### src/rtl/twb_pkg.sv
package twb_pkg;
   typedef enum logic [1:0] {
      SEL_DATA = 2'd0,
      SEL_OWN  = 2'd1,
      SEL_MASK = 2'd2,
      SEL_NONE = 2'd3
   } twb_sel_e;
endpackage

### src/rtl/twb_data_sreg.sv
module twb_data_sreg #(
   parameter int           W         = 8,
   parameter logic [W-1:0] RST_VALUE = '1
) (
   input  logic         clk,
   input  logic         rst_n,
   input  logic         shift_en,
   input  logic         ser_in,
   input  logic         load_en,
   input  logic [W-1:0] load_val,
   output logic [W-1:0] data_q,
   output logic         ser_out
);
   always_ff @(posedge clk or negedge rst_n) begin
      if (!rst_n)
         data_q <= RST_VALUE;
      else if (load_en)
         data_q <= load_val;
      else if (shift_en)
         data_q <= {data_q[W-2:0], ser_in};
   end

   assign ser_out = data_q[W-1];
endmodule

### src/rtl/twb_cfg_regs.sv
module twb_cfg_regs #(
   parameter int           W         = 8,
   parameter bit           MASK_EN   = 1'b1,
   parameter logic [W-1:0] OWN_RESET = {{(W-1){1'b1}}, 1'b0}
) (
   input  logic         clk,
   input  logic         rst_n,
   input  logic         wr_own,
   input  logic         wr_mask,
   input  logic [W-1:0] wdata,
   output logic [W-1:0] own_q,
   output logic [W-1:0] mask_q
);
   always_ff @(posedge clk or negedge rst_n) begin
      if (!rst_n)
         own_q <= OWN_RESET;
      else if (wr_own)
         own_q <= wdata;
   end

   generate
      if (MASK_EN) begin : g_mask
         logic [W-2:0] mask_hi_q;
         always_ff @(posedge clk or negedge rst_n) begin
            if (!rst_n)
               mask_hi_q <= '0;
            else if (wr_mask)
               mask_hi_q <= wdata[W-1:1];
         end
         assign mask_q = {mask_hi_q, 1'b0};
      end else begin : g_nomask
         assign mask_q = '0;
      end
   endgenerate
endmodule

### src/rtl/twb_addr_match.sv
module twb_addr_match #(
   parameter int W     = 8,
   parameter bit GC_EN = 1'b1
) (
   input  logic [W-1:0] rx_byte,
   input  logic [W-1:0] own_reg,
   input  logic [W-1:0] mask_reg,
   output logic         own_hit,
   output logic         gc_hit
);
   logic [W-2:0] bit_ok;

   generate
      for (genvar i = 1; i < W; i++) begin : g_bit
         assign bit_ok[i-1] = (rx_byte[i] == own_reg[i]) | mask_reg[i];
      end
   endgenerate

   assign own_hit = &bit_ok;

   generate
      if (GC_EN) begin : g_gc
         assign gc_hit = own_reg[0] & (rx_byte == '0);
      end else begin : g_nogc
         assign gc_hit = 1'b0;
      end
   endgenerate
endmodule

### src/rtl/twb_slave_unit.sv
module twb_slave_unit
   import twb_pkg::*;
#(
   parameter int ADDR_W  = 7,
   parameter bit MASK_EN = 1'b1,
   parameter bit GC_EN   = 1'b1
) (
   input  logic              clk,
   input  logic              rst_n,
   input  logic              reg_wr_en,
   input  logic [1:0]        reg_sel,
   input  logic [ADDR_W:0]   reg_wdata,
   output logic [ADDR_W:0]   reg_rdata,
   input  logic              flag_clr,
   input  logic              bit_strobe,
   input  logic              sda_in,
   output logic              sda_out,
   input  logic              addr_start,
   input  logic              byte_done,
   input  logic              arb_lost,
   output logic              irq_flag,
   output logic              addr_match,
   output logic              gc_match,
   output logic              rw_bit
);
   localparam int           BW        = ADDR_W + 1;
   localparam logic [BW-1:0] DATA_RST = '1;
   localparam logic [BW-1:0] OWN_RST  = {{ADDR_W{1'b1}}, 1'b0};

   generate
      if (ADDR_W < 2) begin : g_bad_width
         $error("twb_slave_unit: ADDR_W must be at least 2");
      end
   endgenerate

   twb_sel_e sel;
   assign sel = twb_sel_e'(reg_sel);

   logic           flag_q, in_addr_q, addressed_q;
   logic           match_q, gc_q, rw_q;
   logic [BW-1:0]  data_q, own_q, mask_q;
   logic           own_hit, gc_hit, any_hit;
   logic           shift_en, load_en;

   assign shift_en = bit_strobe & ~flag_q;
   assign load_en  = reg_wr_en & (sel == SEL_DATA) & flag_q;

   twb_data_sreg #(.W(BW), .RST_VALUE(DATA_RST)) u_sreg (
      .clk      (clk),
      .rst_n    (rst_n),
      .shift_en (shift_en),
      .ser_in   (sda_in),
      .load_en  (load_en),
      .load_val (reg_wdata),
      .data_q   (data_q),
      .ser_out  (sda_out)
   );

   twb_cfg_regs #(.W(BW), .MASK_EN(MASK_EN), .OWN_RESET(OWN_RST)) u_cfg (
      .clk     (clk),
      .rst_n   (rst_n),
      .wr_own  (reg_wr_en & (sel == SEL_OWN)),
      .wr_mask (reg_wr_en & (sel == SEL_MASK)),
      .wdata   (reg_wdata),
      .own_q   (own_q),
      .mask_q  (mask_q)
   );

   twb_addr_match #(.W(BW), .GC_EN(GC_EN)) u_cmp (
      .rx_byte  (data_q),
      .own_reg  (own_q),
      .mask_reg (mask_q),
      .own_hit  (own_hit),
      .gc_hit   (gc_hit)
   );

   assign any_hit = own_hit | gc_hit;

   // Interrupt flag: set by the bus side only while clear, cleared by the CPU only while set
   always_ff @(posedge clk or negedge rst_n) begin
      if (!rst_n)
         flag_q <= 1'b0;
      else if (flag_q) begin
         if (flag_clr) flag_q <= 1'b0;
      end else if (arb_lost)
         flag_q <= 1'b1;
      else if (byte_done)
         flag_q <= in_addr_q ? any_hit : addressed_q;
   end

   // Address phase tracking and match status
   always_ff @(posedge clk or negedge rst_n) begin
      if (!rst_n) begin
         in_addr_q   <= 1'b0;
         addressed_q <= 1'b0;
         match_q     <= 1'b0;
         gc_q        <= 1'b0;
         rw_q        <= 1'b0;
      end else if (addr_start) begin
         in_addr_q   <= 1'b1;
         addressed_q <= 1'b0;
      end else if (byte_done && !flag_q && in_addr_q) begin
         in_addr_q   <= 1'b0;
         addressed_q <= any_hit;
         match_q     <= any_hit;
         gc_q        <= gc_hit;
         if (any_hit) rw_q <= data_q[0];
      end
   end

   always_comb begin
      unique case (sel)
         SEL_DATA: reg_rdata = data_q;
         SEL_OWN:  reg_rdata = own_q;
         SEL_MASK: reg_rdata = mask_q;
         default:  reg_rdata = '0;
      endcase
   end

   assign irq_flag   = flag_q;
   assign addr_match = match_q;
   assign gc_match   = gc_q;
   assign rw_bit     = rw_q;
endmodule

### config.mk
export PLATFORM = sky130hd
export DESIGN_NAME = twb_slave_unit
export DESIGN_NICKNAME = d
export VERILOG_FILES = /design/src/rtl/twb_pkg.sv /design/src/rtl/twb_data_sreg.sv /design/src/rtl/twb_cfg_regs.sv /design/src/rtl/twb_addr_match.sv /design/src/rtl/twb_slave_unit.sv
export SDC_FILE = /design/constraint.sdc
export NUM_CORES = 1
export LEC_CHECK = 0
export BUFFER_PORTS_ARGS = -buffer_cell sky130_fd_sc_hd__buf_2
export CORE_AREA = 2 2 55 57
export DETAILED_ROUTE_END_ITERATION = 8
export DIE_AREA = 0 0 57 59
export GPL_ROUTABILITY_DRIVEN = 1
export PLACE_DENSITY = 0.88
export SYNTH_ARGS = -nofsm -noshare
export SYNTH_HDL_FRONTEND = slang
export SYNTH_SLANG_ARGS = --single-unit
### constraint.sdc
create_clock -name clk -period 4.2 [get_ports clk]
set_input_delay 0.42 -clock clk [delete_from_list [all_inputs] [get_ports clk]]
set_output_delay 0.42 -clock clk [all_outputs]
set_load 0.005 [all_outputs]
==> results.md, run 1 <==
* WS Path Type: in -> out
* Overall global routing resource usage at 21.4%
* Post-CTS Setup Bufs at 0
* Number of synthesized flops with an enable pin at 0
* Fin. max-slew vios at 0
* Synth top area share at 26.5%
* Arrival @ worst endpoint at 1.42 ns
* Post-synth ARST share at 100%
* Top-Level Pins at 32
* Leakage at 0.000824 uW
* Starting density of the core at 54.8%
* Pwr Density at 558 nW/um^2
* Largest net degree at the start of global routing at 30
* Max Cap Viol at 0
* Minimum clock period at 1.84 ns
* Synth top area cells: dfstp_2, dfrtp_1, mux2_2, mux2i_1, nand2_1
* Core area at 2710 sq um
* Final wirelength at 3.12 mm
* Cell mode on critical path: buf_2
* Critical path depth in cells at 5
* CP Buf/Inv Count at 2
* Die area at 3360 sq um
* Worst reg2reg path depth at 5
* CTS tree: yes
* Max Freq at 542 MHz
* Post-synthesis cell count at 135
* CTS root buf: clkbuf_4
* Critical path required time at 3.78 ns
* Number of remaining DRC errors at 0
* Critical path's top delay family: simple AND/OR/NAND/NOR gates
* Iter 0 DRT Violations at 50
* Leading area contributor after synthesis: dfstp_2
* Final setup violation count at 0
* Post-synthesis cell type count at 32
* First-pass iteration count of the detailed router at 4
* Slowest CP cell: nor2b_1
* # fillers at 206
* Hold Buf Count CTS at 0
* TNS Setup at 0 ns
* Reg2reg end: rw_bit
* Slew HR at 53.5%
* Drt via density at 5.82
* Post-synthesis sequential area ratio at 50.1%
* Storage element area at 744 sq um
* Post-DP HPWL at 2.34 mm
* Area of the multi-input gates at 703 sq um
* Tcrit/Tclk final at 43.9%
* NumNets Final at 188
* Avg WL per Cell at 15.5 um
* Setup Skew at 0.0146 ns
* CP Capture Type: primary output
* Reg clk slew, reported paths at 0.09 ns
* Most used DFF post-synth: dfstp_2
* CTS sink cnt at 29
* Vias in the first global route at 1112
* Crit path from: reg_sel[0]
* Final hold vios at 0
* Antenna Cells at 0
* Worst-Skew Late Latency at 0.33 ns
* CP Cell Sequence: buf_2 > nor2b_1 > nand2_1 > o21ai_0 > buf_2
* Post-layout util at 64.0%
* Max VDD drop at 0.428 mV
* # rows at 19
* Vias at 1170
* Htree depth at 2
* Crit-path max FO at 11
* PostCTS Resize Cnt at 0
* Antenna Violating Nets Remaining at 0
* R2r setup slk at 2.46 ns
* CP max stage delay at 0.43 ns
* Status: finished, final reports clean
* Port bufs at 31
* CP endpoint: reg_rdata[3]
* CP Launch Type: input port
* RSZ-0062 raised after global routing: false
* Synthesized area at 1490 sq um
* FF+latch count, synth at 29
* GP Congestion at 0.845
* First-pass GRT wire length at 5.22 mm
* Total grt overflow at 0
* Min-delay worst type: in -> async
* Yosys warns at 0
* CTS Buf Count at 5
* Syn nets at 154
* DIE WIDTH at 57 um
* Initial antenna violation count at 0
* Clock Path Buffers at 2
* Share of cells above drive strength 1 at 40.0%
* Reg-to-reg startpoint: u_sreg.data_q[1]
* Syn Area/Cell at 11.0 sq um
* Die Y at 59 um
* Area delta synth->final at 16.7%
* Tightest Pin Transition at 0.696 ns
per-stage QoR:
stage,setup slack (ns),power (uW),cells,hold slack (ns),area [sq um]
floorplan,2.61,669,135,0.124,1490
global placement,2.38,764,193,0.458,1660
detailed placement,2.32,781,193,0.467,1660
CTS,2.38,973,201,0.102,1730
global route,2.23,1030,201,0.111,1730
finish,2.36,967,201,0.0814,1730
sequential cells by signal, summed over array words and instances (netlist names):
register / flops
addr_match: 1
addressed_q: 1
gc_match: 1
in_addr_q: 1
irq_flag: 1
rw_bit: 1
u_cfg.g_mask.mask_hi_q: 7
u_cfg.own_q: 8
u_sreg.data_q: 8
layout make-up:
type                            instances  share of cell area (%)
Sequential cell                        29                    42.9
Multi-Input combinational cell         97                    40.5
Timing Repair Buffer                   32                    9.38
Clock buffer                            7                    3.75
Tap cell                               31                    2.24
Inverter                                4                   0.866
Clock inverter                          1                   0.289
logic make-up (layout without fill, tap and decap cells):
logic type	count (synthesis)	after routing	synth area share [%]
multiplexers	27	27	19.9
flip-flops	29	29	50.1
XOR/XNOR	7	7	4.12
AND/OR/NAND/NOR	39	39	12.4
AO/OA/AOI/OAI	24	24	10.9
buffers and inverters	9	44	2.61
synthesized netlist by cell type (2+ instances only):
master and count:
nand2_1 24, dfstp_2 15, dfrtp_1 14, mux2i_1 10
mux2_2 9, o21ai_0 9, a22oi_1 7, mux2_1 7
nor2_1 5, buf_2 4, xnor2_1 4, inv_1 3
xor2_1 3, nor2b_1 2, o22a_1 2
how the worst min path moves through the flow:
stage,from,end,slack (ns),depth (start not counted)
final,rst_n,u_cfg.g_mask.mask_hi_q[0],0.08,1
after global routing,rst_n,u_cfg.g_mask.mask_hi_q[0],0.11,1
after CTS,rst_n,u_cfg.g_mask.mask_hi_q[0],0.10,1
after detailed placement,rst_n,u_cfg.g_mask.mask_hi_q[4],0.47,1
after global placement,rst_n,u_cfg.g_mask.mask_hi_q[4],0.46,1
after floorplan,rst_n,addr_match,0.12,0
cell usage in the layout (no fill, tap or decap), types with 3 or more instances in the layout:
master and n:
mux2i_1 10, xor2_1 3, inv_1 3, dfrtp_1 14, buf_2 31, a22oi_1 7, mux2_1 7, dfstp_2 15
xnor2_1 4, nand2_1 24, o21ai_0 9, nor2_1 5, mux2_2 9, clkbuf_4 5
where the power goes:
group	internal, uW	leakage [uW]	switching [uW]	total [uW]
Combinational	153	0.000456	128	281
Sequential	398	0.000327	97.2	495
Clock	96.8	0.0000413	94.1	191
per-layer routing:
metal / vias up / share of wire [%] / global-route usage, %
met5: - / 0 / 0
met4: 0 / 2.9 / 8.97
met3: 9 / 5.6 / 8.30
met2: 40 / 48 / 32.8
met1: 575 / 44 / 27.2
li1: 546 / - / -
Power figures use the tool's default switching activity.
==> run 2, diff against run 1 <==
- CORE_AREA: 2 2 55 57 -> 2 2 56 58
- DIE_AREA: 0 0 57 59 -> 0 0 58 60
- PLACE_DENSITY: 0.88 -> 0.86
- clock period: 4.2 -> 1.9 ns (I/O delays scaled with it)
==> results.md, run 2 (same netlist as run 1, synthesis figures left out) <==
* Status: finished, final reports clean (unchanged)
* Most frequent cells in the layout: buf_2, nand2_1, dfstp_2 (unchanged)
* Final Power at 2100 uW (was 967 uW)
* Crit-path max FO at 5 (was 11)
* Iter 0 DRT Violations at 40 (was 50)
* Slew HR at 58.4% (was 53.5%)
* CTS sink cnt at 29 (unchanged)
* Area delta synth->final at 18.3% (was 16.7%)
* CP Capture Type: flop (was primary output)
* CTS tree: yes (unchanged)
* WS Path Type: reg -> reg (was in -> out)
* Storage element area at 744 sq um (unchanged)
* Worst-Skew Late Latency at 0.32 ns (was 0.33 ns)
* Tightest Pin Transition at 0.624 ns (was 0.696 ns)
* Share of cells above drive strength 1 at 39.7% (was 40.0%)
* Antenna Violating Nets Remaining at 0 (unchanged)
* Critical path required time at 2.11 ns (was 3.78 ns)
* Tcrit/Tclk final at 88.0%
* Core area at 2900 sq um (was 2710 sq um)
* Htree depth at 2 (unchanged)
* Starting density of the core at 51.2% (was 54.8%)
* Min-delay worst type: in -> reg (was in -> async)
* Final hold vios at 0 (unchanged)
* Antenna Cells at 0 (unchanged)
* Number of remaining DRC errors at 0 (unchanged)
* Clock Path Buffers at 2 (unchanged)
* Setup Skew at 0.0114 ns (was 0.0146 ns)
* Pwr Density at 1190 nW/um^2 (was 558 nW/um^2)
* First-pass iteration count of the detailed router at 4 (unchanged)
* RSZ-0062 raised after global routing: false (unchanged)
* Port bufs at 31 (unchanged)
* Die Y at 60 um (was 59 um)
* Commonest non-fill, non-tap cell in the layout: buf_2 (unchanged)
* First-pass GRT wire length at 5.48 mm (was 5.22 mm)
* Max Cap Viol at 0 (unchanged)
* CP Launch Type: flop (was input port)
* Final wirelength at 3.32 mm (was 3.12 mm)
* TNS Setup at 0 ns (unchanged)
* Arrival @ worst endpoint at 1.88 ns (was 1.42 ns)
* Overall global routing resource usage at 21.5% (was 21.4%)
* Vias at 1170 (unchanged)
* CTS Buf Count at 5 (unchanged)
* Minimum clock period at 1.67 ns
* Biggest regs: u_cfg.own_q (8), u_sreg.data_q (8), u_cfg.g_mask.mask_hi_q (7) (unchanged)
* Fin. max-slew vios at 0 (unchanged)
* NumNets Final at 192 (was 188)
* CP max stage delay at 0.57 ns (was 0.43 ns)
* Total grt overflow at 0 (unchanged)
* Leakage at 0.000835 uW (was 0.000824 uW)
* Vias in the first global route at 1169 (was 1112)
* Max Freq at 598 MHz
* Initial antenna violation count at 0 (unchanged)
* Reg clk slew, reported paths at 0.09 ns (about the same)
* DIE WIDTH at 58 um (was 57 um)
* CTS root buf: clkbuf_4 (unchanged)
* WHS Path Cells at 2
* Post-DP HPWL at 2.46 mm (was 2.34 mm)
* Die area at 3480 sq um (was 3360 sq um)
* # fillers at 249 (was 206)
* Post-layout util at 60.6% (was 64.0%)
* # rows at 20 (was 19)
* WHS at 0.0357 ns (was 0.0814 ns)
* Top-Level Pins at 32 (unchanged)
* Largest net degree at the start of global routing at 30 (unchanged)
* Slowest CP cell: dfstp_2 (was nor2b_1)
* GP Congestion at 0.839 (was 0.845)
* Area of the multi-input gates at 703 sq um (unchanged)
* Final setup violation count at 0 (unchanged)
* Max VDD drop at 0.724 mV (was 0.428 mV)
* CP Cell Sequence: xor2_1 > a222oi_1 > a31o_2 > nand2_2 > mux2_4 (was buf_2 > nor2b_1 > nand2_1 > o21ai_0 > buf_2)
* Worst reg2reg path depth at 5 (unchanged)
* Avg WL per Cell at 16.0 um (was 15.5 um)
* Drt via density at 5.65 (was 5.82)
run 2: repair_timing:
action,4_1_cts,5_1_grt
endpoints found under the hold margin,14,0
resized for setup,0,0
buffers inserted,0,0
setup endpoints to repair,0,0
hold buffers,1,0
run 2: final cells by class:
cell class                 count  area share, %
sequential                    29           42.3
inverter                       4          0.854
timing repair buffer          36           11.1
clock buffer                   8           3.35
tap                           33           2.35
multi-input combinational     97           40.0
run 2: where the power goes:
group / internal (uW) / leakage (uW) / switching, uW
clock network: 182 / 0.0000326 / 198
logic: 347 / 0.000475 / 298
registers: 878 / 0.000327 / 195
run 2: layer usage:
layer	GRT usage (%)	up-vias	part of all wire, %
li1	-	555	-
met1	27.7	568	42
met2	34.3	38	51
met3	4.11	9	5.4
met4	12.0	0	1.8
met5	0	-	0
run 2: worst paths after layout:
path                                              to  slack, ns             start
max in group asynchronous                   gc_match       1.07             rst_n
min reg2reg                         u_sreg.data_q[1]       0.50  u_sreg.data_q[1]
min in group asynchronous  u_cfg.g_mask.mask_hi_q[3]       0.41             rst_n
max reg2reg                                   rw_bit       0.23  u_sreg.data_q[1]
min                                         irq_flag       0.04          flag_clr
max                                           rw_bit       0.23  u_sreg.data_q[1]
run 2: critical path: cells and delay by family (launching register included):
family | cells | cell delay, ns
AO/OA/AOI/OAI | 2 | 0.57
XOR/XNOR | 1 | 0.07
flip-flops | 1 | 0.57
multiplexers | 1 | 0.29
AND/OR/NAND/NOR | 1 | 0.07
run 2: metrics by stage:
step / cells / instance area, sq um / worst slack [ns]
final: 207 / 1760 / 0.227
after global routing: 207 / 1760 / 0.180
after CTS: 207 / 1760 / 0.212
after detailed placement: 198 / 1690 / 0.211
after global placement: 198 / 1690 / 0.254
after floorplan: 135 / 1490 / 0.306
==> run 3, diff against run 2 <==
- ABC_AREA: unset -> 1
- CORE_AREA: 2 2 56 58 -> 2 2 57 59
- CTS_CLUSTER_SIZE: unset -> 28
- DIE_AREA: 0 0 58 60 -> 0 0 59 61
- GPL_TIMING_DRIVEN: unset -> 0
==> results.md, run 3 <==
* Status: finished, final reports clean (unchanged)
* Post-Synth Simple-Gate Area at 23.0% (was 12.4%)
* RSZ-0062 raised after global routing: false (unchanged)
* Yosys warns at 0 (unchanged)
* Htree depth at 2 (unchanged)
* Most frequent cells in the layout: nand2_1, buf_2, inv_1 (was buf_2, nand2_1, dfstp_2)
* Clock Path Buffers at 2 (unchanged)
* CP max stage delay at 0.58 ns (was 0.57 ns)
* # rows at 20 (unchanged)
* Largest family of logic cells by synthesized area: simple AND/OR/NAND/NOR gates (was multiplexers)
* Design area at 1830 sq um (was 1760 sq um)
* Switching power at 765 uW (was 691 uW)
* Total grt overflow at 0 (unchanged)
* TNS Setup at 0 ns (unchanged)
* Iter 0 DRT Violations at 57 (was 40)
* Core area at 2950 sq um (was 2900 sq um)
* First-pass GRT wire length at 6.02 mm (was 5.48 mm)
* Final wirelength at 3.68 mm (was 3.32 mm)
* Synthesized area at 1560 sq um (was 1490 sq um)
* Commonest non-fill, non-tap cell in the layout: nand2_1 (was buf_2)
* Post-synthesis sequential area ratio at 47.7% (was 50.1%)
* Leakage at 0.000930 uW (was 0.000835 uW)
* Sw frac at 36.6% (was 32.9%)
* Seq pwr share at 48.2% (was 51.1%)
* Pwr Density at 1140 nW/um^2 (was 1190 nW/um^2)
* Area delta synth->final at 17.0% (was 18.3%)
* Number of synthesized flops with an enable pin at 0 (unchanged)
* Antenna Cells at 0 (unchanged)
* Count leader, synth: nand2_1 (unchanged)
* Worst-Skew Late Latency at 0.33 ns (was 0.32 ns)
* Synth Area in Compound Gates at 18.8% (was 10.9%)
* Vias in the first global route at 1326 (was 1169)
* Avg WL per Cell at 14.1 um (was 16.0 um)
* Reg clk slew, reported paths at 0.09 ns (about the same)
* Post-synthesis cell count at 189 (was 135)
* Die Y at 61 um (was 60 um)
* Mux cell area share after synthesis at 0% (was 19.9%)
* WS Path Type: reg -> out (was reg -> reg)
* Number of remaining DRC errors at 0 (unchanged)
* Post-CTS Setup Bufs at 0 (unchanged)
* Drt via density at 5.46 (was 5.65)
* Slew HR at 56.6% (was 58.4%)
* DIE WIDTH at 59 um (was 58 um)
* Area after DPL at 1760 sq um (was 1690 sq um)
* First-pass iteration count of the detailed router at 4 (unchanged)
* Synth Area in Adders at 0% (unchanged)
* Share of cells above drive strength 1 at 34.9% (was 39.7%)
* Slowest CP cell: dfstp_2 (unchanged)
* Biggest regs: u_cfg.own_q (8), u_sreg.data_q (8), u_cfg.g_mask.mask_hi_q (7) (unchanged)
* CTS root buf: clkbuf_4 (unchanged)
* Arrival @ worst endpoint at 1.30 ns (was 1.88 ns)
* CP Cell Sequence: inv_1 > o221ai_1 > buf_2 (was xor2_1 > a222oi_1 > a31o_2 > nand2_2 > mux2_4)
* Logic gate share of total power at 33.1% (was 30.7%)
* Max Freq at 672 MHz (was 598 MHz)
* CP Capture Type: primary output (was flop)
* Largest net degree at the start of global routing at 30 (unchanged)
* FF+latch count, synth at 29 (unchanged)
* Tightest Pin Transition at 0.651 ns (was 0.624 ns)
* Most used DFF post-synth: dfstp_2 (unchanged)
* Max Cap Viol at 0 (unchanged)
* Tcrit/Tclk final at 78.3% (was 88.0%)
* GP Congestion at 0.890 (was 0.839)
* Post-DP HPWL at 2.67 mm (was 2.46 mm)
* Max VDD drop at 0.540 mV (was 0.724 mV)
* Setup Skew at 0.0103 ns (was 0.0114 ns)
* Synth top area share at 25.2% (was 26.5%)
* CTS Buf Count at 5 (unchanged)
* CTS sink cnt at 29 (unchanged)
* Final setup violation count at 0 (unchanged)
* Syn Area/Cell at 8.26 sq um (was 11.0 sq um)
* Post-synth ARST share at 100% (unchanged)
* Clock Power Share at 18.7% (was 18.1%)
* NumNets Final at 247 (was 192)
* Initial antenna violation count at 0 (unchanged)
* CTS tree: yes (unchanged)
* Port bufs at 31 (unchanged)
* Min-delay worst type: in -> reg (unchanged)
* CP Launch Type: flop (unchanged)
* # fillers at 286 (was 249)
* Post-layout util at 61.9% (was 60.6%)
* Synth cell count leaders: nand2_1, inv_1, dfstp_2 (was nand2_1, dfstp_2, dfrtp_1)
* Fin. max-slew vios at 0 (unchanged)
* DP Worst Slack at 0.568 ns (was 0.211 ns)
* Internal Power at 1320 uW (was 1410 uW)
* Final hold vios at 0 (unchanged)
* Setup ws final at 0.412 ns (was 0.227 ns)
* Synth top area cells: dfstp_2, dfrtp_1, nand2_1, o221ai_1, inv_1 (was dfstp_2, dfrtp_1, mux2_2, mux2i_1, nand2_1)
* Crit-path max FO at 4 (was 5)
* Syn nets at 208 (was 154)
* Antenna Violating Nets Remaining at 0 (unchanged)
* XOR/XNOR Fraction of Synth Area at 0% (was 4.12%)
* Vias at 1430 (was 1170)
* Leading area contributor after synthesis: dfstp_2 (unchanged)
* Die area at 3600 sq um (was 3480 sq um)
* Top-Level Pins at 32 (unchanged)
* Minimum clock period at 1.49 ns (was 1.67 ns)
* Placed cells at 253 (was 198)
* Starting density of the core at 52.9% (was 51.2%)
* Overall global routing resource usage at 23.1% (was 21.5%)
* Post-synthesis cell type count at 23 (was 32)
* Non-filler instance count after layout at 262 (was 207)
* Critical path required time at 1.71 ns (was 2.11 ns)
==> run 3: cell types whose count changed in the layout (fill, tap and decap cells not counted), moves of 8 or more <==
cell,before,now
mux2_2,9,0
o21ai_2,0,8
mux2i_1,10,0
nand2_1,24,55
inv_1,3,30
o221ai_1,0,13
inv_2,0,8
==> run 3: cell families (layout without fill, tap and decap cells) <==
logic type,count (synthesis),after routing
AO/OA/AOI/OAI,41,41
buffers and inverters,40,80
flip-flops,29,29
AND/OR/NAND/NOR,79,79
==> run 3: stage by stage <==
step           hold WS [ns]  total power [uW]
2_1_floorplan        -0.106              1450
3_3_place_gp          0.249              1670
3_5_place_dp          0.249              1700
4_1_cts              0.0747              2100
5_1_grt              0.0937              2240
6_report             0.0903              2090
==> run 3: worst max-delay path, delay by kind of cell, from the launching register on <==
kind,cells,cell delay [ns]
flops,1,0.58
compound gates,1,0.16
buf+inv,2,0.22
==> run 3: layout make-up <==
cell class	count	area (sq um)	area share, %
Multi-Input combinational cell	120	652	35.7
Inverter	38	143	7.81
Tap cell	33	41.3	2.26
Buffer	2	22.5	1.23
Timing Repair Buffer	32	165	9.04
Clock buffer	8	58.8	3.22
Sequential cell	29	744	40.8
==> run 3: repair_timing <==
action                                 4_1_cts  5_1_grt
endpoints found under the hold margin       14        0
hold buffers                                 1        0
resized for setup                            0        0
==> run 3: path summary, 6_finish.rpt <==
path	start	end	slack, ns	depth (start not counted)
setup / recovery	u_sreg.data_q[7]	reg_rdata[7]	0.41	3
hold / removal	flag_clr	irq_flag	0.09	4
setup reg to reg	u_sreg.data_q[7]	rw_bit	0.53	9
hold reg to reg	rw_bit	rw_bit	0.49	2
max in group asynchronous	rst_n	irq_flag	1.06	2
min in group asynchronous	rst_n	u_cfg.g_mask.mask_hi_q[1]	0.42	2
==> run 3: metal layers <==
metal	routed length (um)	part of all wire [%]	vias up	track usage (%)
li1	-	-	696	-
met1	1560	42	668	30.0
met2	1800	49	62	37.9
met3	274	7.4	4	5.12
met4	41	1.1	0	9.09
met5	0	0	-	0
==> run 3: power by group through the flow <==
stage	Clock [uW]	Sequential, uW	Combinational, uW
6_report	391	1010	692
5_1_grt	424	1030	786
4_1_cts	398	1010	690
3_5_place_dp	0	1020	686
3_3_place_gp	0	1010	661
2_1_floorplan	0	984	469
